**config.mk**
```make
export PLATFORM = sky130hd
export DESIGN_NAME = nand_phase_seq
export DESIGN_NICKNAME = d
export VERILOG_FILES = /design/src/rtl/nand_seq_pkg.sv /design/src/rtl/nand_busy_timer.sv /design/src/rtl/nand_ce_ctrl.sv /design/src/rtl/nand_phase_seq.sv
export SDC_FILE = /design/constraint.sdc
export NUM_CORES = 1
export LEC_CHECK = 0
export CORE_MARGIN = 2
export CORE_UTILIZATION = 26
export DETAILED_ROUTE_END_ITERATION = 7
export HOLD_SLACK_MARGIN = 0.03
export SYNTH_ARGS = -nofsm -noshare
export SYNTH_HDL_FRONTEND = slang
export SYNTH_SLANG_ARGS = --single-unit
```
**constraint.sdc**
```tcl
create_clock -name clk -period 9.5 [get_ports clk]
set_input_delay 1.425 -clock clk [delete_from_list [all_inputs] [get_ports clk]]
set_output_delay 1.425 -clock clk [all_outputs]
set_load 0.1 [all_outputs]
```
**src/rtl/nand_seq_pkg.sv**
```systemverilog
package nand_seq_pkg;

  typedef enum logic [2:0] {
    S_IDLE, S_CMD, S_ADDR, S_WORD2, S_DATA, S_ENDC, S_BUSY
  } seq_state_e;

  // Phase controls unpacked from a request address
  typedef struct packed {
    logic       data_ph;
    logic [2:0] n_addr;
    logic       end_ok;
    logic [7:0] end_cmd;
    logic [7:0] start_cmd;
    logic       clr_ce;
    logic       ecc_last;
  } req_fields_t;

  function automatic req_fields_t decode_addr(input logic [31:0] a);
    req_fields_t f;
    f.data_ph   = a[19];
    f.n_addr    = a[23:21];
    f.end_ok    = a[20];
    f.end_cmd   = a[18:11];
    f.start_cmd = a[10:3];
    f.clr_ce    = a[21];
    f.ecc_last  = a[10];
    return f;
  endfunction

endpackage

```
**src/rtl/nand_busy_timer.sv**
```systemverilog
module nand_busy_timer #(
  parameter int WB_CYC  = 2,
  parameter int TIMEOUT = 4096
) (
  input  logic clk,
  input  logic rst_n,
  input  logic run,
  input  logic rb,
  output logic done,
  output logic expired
);
  localparam int CW = $clog2(TIMEOUT + 1);
  localparam logic [CW-1:0] WB_L = CW'(WB_CYC);
  localparam logic [CW-1:0] TMAX = CW'(TIMEOUT);

  logic [CW-1:0] cnt, cnt_n;
  logic ready_seen, at_limit;

  assign ready_seen = (cnt >= WB_L) && rb;
  assign at_limit   = (cnt == TMAX);
  assign done       = run && (ready_seen || at_limit);
  assign expired    = run && at_limit && !ready_seen;

  always_comb begin
    cnt_n = cnt;
    if (!run)       cnt_n = '0;
    else if (!done) cnt_n = cnt + 1'b1;
  end

  always_ff @(posedge clk or negedge rst_n) begin
    if (!rst_n) cnt <= '0;
    else        cnt <= cnt_n;
  end
endmodule

```
**src/rtl/nand_ce_ctrl.sv**
```systemverilog
module nand_ce_ctrl #(
  parameter int CHIPS = 4,
  localparam int CHIP_W = (CHIPS > 1) ? $clog2(CHIPS) : 1
) (
  input  logic              clk,
  input  logic              rst_n,
  input  logic              sel_load,
  input  logic [CHIP_W-1:0] sel_idx,
  input  logic              release_ce,
  output logic [CHIPS-1:0]  ce_n
);
  logic              act, act_n;
  logic [CHIP_W-1:0] idx, idx_n;

  always_comb begin
    act_n = act;
    idx_n = idx;
    if (release_ce) begin
      act_n = 1'b0;
    end else if (sel_load) begin
      act_n = 1'b1;
      idx_n = sel_idx;
    end
  end

  always_ff @(posedge clk or negedge rst_n) begin
    if (!rst_n) begin
      act <= 1'b0;
      idx <= '0;
    end else begin
      act <= act_n;
      idx <= idx_n;
    end
  end

  for (genvar i = 0; i < CHIPS; i++) begin : g_ce
    assign ce_n[i] = !(act && (idx == CHIP_W'(i)));
  end
endmodule

```
**src/rtl/nand_phase_seq.sv**
```systemverilog
module nand_phase_seq
  import nand_seq_pkg::*;
#(
  parameter int CHIPS   = 4,
  parameter int WB_CYC  = 2,
  parameter int TIMEOUT = 4096
) (
  input  logic             clk,
  input  logic             rst_n,
  input  logic             req_valid,
  output logic             req_ready,
  input  logic [31:0]      req_addr,
  input  logic             req_write,
  input  logic [31:0]      req_wdata,
  output logic             rsp_valid,
  output logic [31:0]      rsp_rdata,
  output logic             ecc_last,
  output logic             timeout_err,
  output logic [CHIPS-1:0] nand_ce_n,
  output logic             nand_cle,
  output logic             nand_ale,
  output logic             nand_we_n,
  output logic             nand_re_n,
  output logic [7:0]       nand_io_out,
  output logic             nand_io_oe,
  input  logic [7:0]       nand_io_in,
  input  logic             nand_rb
);
  localparam int CHIP_W = (CHIPS > 1) ? $clog2(CHIPS) : 1;
  localparam int BEAT_BYTES = 4;
  localparam logic [2:0] LAST_BYTE = 3'(BEAT_BYTES - 1);

  // reset: asserted at once, released on the clock
  logic [1:0] rsync;
  logic       rst_i_n;
  always_ff @(posedge clk or negedge rst_n) begin
    if (!rst_n) rsync <= 2'b00;
    else        rsync <= {rsync[0], 1'b1};
  end
  assign rst_i_n = rsync[1];

  seq_state_e  state, state_n;
  req_fields_t fld, fld_n, dec;
  logic        ph, ph_n;
  logic [2:0]  bidx, bidx_n, bidx_inc;
  logic [31:0] sh, sh_n, rbuf, rbuf_n;
  logic        is_wr, is_wr_n, rsp_q, rsp_n, err_q, err_n;
  logic        accept, ce_release, tmr_done, tmr_expired, wr_strobe;
  logic        unused_bits;

  assign dec         = decode_addr(req_addr);
  assign bidx_inc    = bidx + 3'd1;
  assign accept      = (state == S_IDLE) && req_valid;
  assign unused_bits = ^{req_addr[31:24+CHIP_W], req_addr[2:0]};

  always_comb begin
    state_n = state;  fld_n = fld;  ph_n = ph;  bidx_n = bidx;
    sh_n = sh;  rbuf_n = rbuf;  is_wr_n = is_wr;  rsp_n = 1'b0;
    err_n = err_q;  ce_release = 1'b0;
    case (state)
      S_IDLE: if (req_valid) begin
        fld_n = dec;  sh_n = req_wdata;  is_wr_n = req_write;
        bidx_n = '0;  ph_n = 1'b0;  err_n = 1'b0;
        state_n = dec.data_ph ? S_DATA : S_CMD;
      end
      S_CMD: begin
        ph_n = !ph;
        if (ph) state_n = (fld.n_addr != 3'd0) ? S_ADDR :
                          (fld.end_ok ? S_ENDC : S_IDLE);
      end
      S_ADDR: begin
        ph_n = !ph;
        if (ph) begin
          sh_n = sh >> 8;
          bidx_n = bidx_inc;
          if (bidx_inc == fld.n_addr) state_n = fld.end_ok ? S_ENDC : S_IDLE;
          else if (bidx == LAST_BYTE) state_n = S_WORD2;
        end
      end
      S_WORD2: if (req_valid) begin
        sh_n = req_wdata;
        state_n = S_ADDR;
      end
      S_DATA: begin
        ph_n = !ph;
        if (!ph && !is_wr) rbuf_n[{bidx[1:0], 3'b000} +: 8] = nand_io_in;
        if (ph) begin
          sh_n = sh >> 8;
          bidx_n = bidx_inc;
          if (bidx == LAST_BYTE) begin
            rsp_n = !is_wr;
            if (fld.end_ok) state_n = S_ENDC;
            else begin
              state_n = S_IDLE;
              ce_release = fld.clr_ce;
            end
          end
        end
      end
      S_ENDC: begin
        ph_n = !ph;
        if (ph) begin
          state_n = S_BUSY;
          ce_release = fld.data_ph && fld.clr_ce;
        end
      end
      S_BUSY: if (tmr_done) begin
        state_n = S_IDLE;
        err_n = err_q | tmr_expired;
      end
      default: state_n = S_IDLE;
    endcase
  end

  always_ff @(posedge clk or negedge rst_i_n) begin
    if (!rst_i_n) begin
      state <= S_IDLE;  fld <= '0;  ph <= 1'b0;  bidx <= '0;
      sh <= '0;  rbuf <= '0;  is_wr <= 1'b0;  rsp_q <= 1'b0;  err_q <= 1'b0;
    end else begin
      state <= state_n;  fld <= fld_n;  ph <= ph_n;  bidx <= bidx_n;
      sh <= sh_n;  rbuf <= rbuf_n;  is_wr <= is_wr_n;  rsp_q <= rsp_n;  err_q <= err_n;
    end
  end

  nand_busy_timer #(.WB_CYC(WB_CYC), .TIMEOUT(TIMEOUT)) u_timer (
    .clk(clk), .rst_n(rst_i_n), .run(state == S_BUSY), .rb(nand_rb),
    .done(tmr_done), .expired(tmr_expired)
  );

  nand_ce_ctrl #(.CHIPS(CHIPS)) u_ce (
    .clk(clk), .rst_n(rst_i_n), .sel_load(accept),
    .sel_idx(req_addr[24 +: CHIP_W]), .release_ce(ce_release), .ce_n(nand_ce_n)
  );

  assign wr_strobe   = (state == S_CMD) || (state == S_ADDR) || (state == S_ENDC) ||
                       ((state == S_DATA) && is_wr);
  assign req_ready   = (state == S_IDLE) || (state == S_WORD2);
  assign nand_cle    = (state == S_CMD) || (state == S_ENDC);
  assign nand_ale    = (state == S_ADDR);
  assign nand_we_n   = !(wr_strobe && !ph);
  assign nand_re_n   = !((state == S_DATA) && !is_wr && !ph);
  assign nand_io_oe  = wr_strobe;
  assign nand_io_out = (state == S_CMD)  ? fld.start_cmd :
                       (state == S_ENDC) ? fld.end_cmd : sh[7:0];
  assign ecc_last    = (state == S_DATA) && fld.ecc_last;
  assign rsp_valid   = rsp_q;
  assign rsp_rdata   = rbuf;
  assign timeout_err = err_q;
endmodule

```
==> reports/metrics.cfg <==
[yosys]
synth_top_flop_cell = dfrtp_1
synthArstFlopShare_pct = 100.0
ys_ff_latch = 113
synth_seq_area_share_pct = 51.41
synth_area_um2 = 5500
synthCells = 587
syn_nets = 674
syn_area_per_cell_um2 = 9.370
synth-edff-count = 0
yosys_warnings = 0
yosysUniqueCellTypes = 54

[timing]
hold_violations = 0
setup_violations = 0
slew_violations = 0
finClkSkew_ps = 7.296
fin_tns_setup_ps = 0
rsz0062_at_grt = no
clock.fmax_mhz = 202.8
worst_pin_slew_ps = 1085
slew_headroom_pct = 27.69
timing.final.crit_share_pct = 51.90
fin_crit_ps = 4931

[global_routing]
antenna_found_initial = 1
grt_max_degree = 64
gr-total-overflow = 0
grt_pass1_vias = 4404
grt_util_all_layers_pct = 13.33
grt_pass1_wl_mm = 23.20

[cells_and_area]
finish.utilization_pct = 36.06
nets = 780
area_growth_pct = 36.94
design_area_um2 = 7532
regArea_um2 = 2831
nFillCells = 2138
multi_input_area_um2 = 2496
diodes = 0
layout-drive-gt1-share_pct = 10.48

[cts]
cts_resized = 0
clock_latency_ps = 410
clock-root-buffer = clkbuf_16
h-tree-depth = 4
tritoncts = done
cts.sinks = 113
post_cts_buffers = 0
holdBufCountCts = 0
cts_buffers = 17
ctsLongestPathBuffers = 2
clk_pin_slew_ps = 50

[placement]
gp_congestion = 0.7728
place_area_um2 = 6933
place.port_buffers = 120
hpwl_mm = 10.15

[power]
ir_drop_mv = 0.3832
powerDensity_nw_per_um2 = 396.7
power.leakage_nw = 3.391
finalPower_mw = 2.988

[floorplan]
fp.dieH_um = 149.4
pin_count = 130
die_x_um = 149.4
core_area_um2 = 20890
num_rows = 53
start_util_pct = 26.33
dieArea_um2 = 22330

[critical_path]
path_class = reg2out
end_kind = output port
crit_path_start = state[2]
start_kind = register
r2r_end = sh[24]
r2r_slack_ps = 6540
r2r_cells = 6
cp.required_ps = 8080
crit_fanout = 37
reg2reg_from = state[1]
cp.arrival_ps = 3510

[detailed_routing]
drc = 0
ant_nets = 0
finalWirelength_mm = 14.41
vias_per_cell = 4.646
dr.first_iter.drc_count = 179
dr.pass1.iters = 4
vias = 4558
drt-wirelength-per-cell_um = 14.69

[status]
status = finished clean

[run]
maxCapViolCount = 0

[min_path]
min_path_type = reg2async

==> routing by layer <==
layer | GRT usage (%) | vias up | wire length [um]
met2 | 19.82 | 121 | 6339
li1 | - | 2253 | -
met4 | 3.571 | 0 | 155
met1 | 18.36 | 2170 | 6839
met5 | 0 | - | 0
met3 | 4.787 | 14 | 1078
==> per-stage QoR <==
stage | hold slack [ps] | instances | worst slack [ps]
after floorplan | 331.2 | 587 | 2994
after global placement | 337.3 | 949 | 5028
after detailed placement | 343.5 | 949 | 5016
after CTS | 353.5 | 981 | 4565
after global routing | 365.7 | 981 | 4346
final | 351.2 | 981 | 4569
==> worst max-delay path by stage <==
stage | end | slack, ps
floorplan | nand_we_n | 2990
global placement | nand_re_n | 5030
detailed placement | nand_re_n | 5020
CTS | nand_re_n | 4570
global route | nand_re_n | 4350
finish | nand_re_n | 4570
==> flip-flops by register name, summed over array words and instances (netlist names) <==
register     cells
u_ce.idx         2
timeout_err      1
is_wr            1
state            3
ph               1
rsp_rdata       32
u_ce.act         1
bidx             3
u_timer.cnt     13
rsp_valid        1
sh              32
fld             21
rsync            2
==> kinds of logic after synthesis <==
| family | Yosys count | share of synthesized area (%) |
|---|---|---|
| AOI/OAI and AO/OA | 103 | 14.51 |
| xor gates and xnor gates | 11 | 1.752 |
| adders and majority gates | 10 | 2.275 |
| buffers and inverters | 46 | 3.412 |
| DFF | 113 | 51.41 |
| muxes | 9 | 1.638 |
| other | 1 | 0.06818 |
| and+or+nand+nor | 294 | 24.93 |
==> area by class of cell <==
type | instances | area share [%]
Clock buffer | 23 | 6.213
Clock inverter | 9 | 1.744
Inverter | 10 | 0.4983
Multi-Input combinational cell | 428 | 33.14
Sequential cell | 113 | 37.59
Tap cell | 275 | 4.568
Timing Repair Buffer | 123 | 16.25
==> power breakdown <==
| group | switching [mW] | internal (mW) |
|---|---|---|
| Clock | 0.224 | 0.425 |
| Sequential | 0.153 | 0.658 |
| Combinational | 1.10 | 0.432 |
| Total | 1.47 | 1.51 |
==> cell usage in the layout, fill, tap and decap left out, drive strengths merged, types with 10 or more instances in the layout <==
cell type,count
nand2,160
clkdlybuf4s50,120
dfrtp,113
nand4,36
nor2,35
a21bo,32
a31oi,24
clkbuf,23
nand3,15
o21ai,14
inv,10
ha,10
nor3,10
==> worst max-delay path: stages, from the launching register on <==
cell and delay, ps:
dfrtp_1 970, inv_1 170, or3_1 430, nor3_4 130, buf_4 330, inv_1 70, clkdlybuf4s50_1 970
==> cell usage after synthesis, types with 7 or more instances <==
cell,count,area (um^2)
a21oi_1,9,45.04
a21bo_2,28,280.3
nand3_1,15,75.07
mux2i_1,9,90.09
or4_1,7,52.55
ha_1,10,125.1
nor3_1,9,45.04
clkbuf_1,25,93.84
o21ai_0,14,70.07
inv_1,10,37.54
nor2_1,35,131.4
a31oi_1,24,150.1
dfrtp_1,113,2828
nand2_1,159,596.8
nand4_1,36,225.2
(Power assumes the default switching activity.)
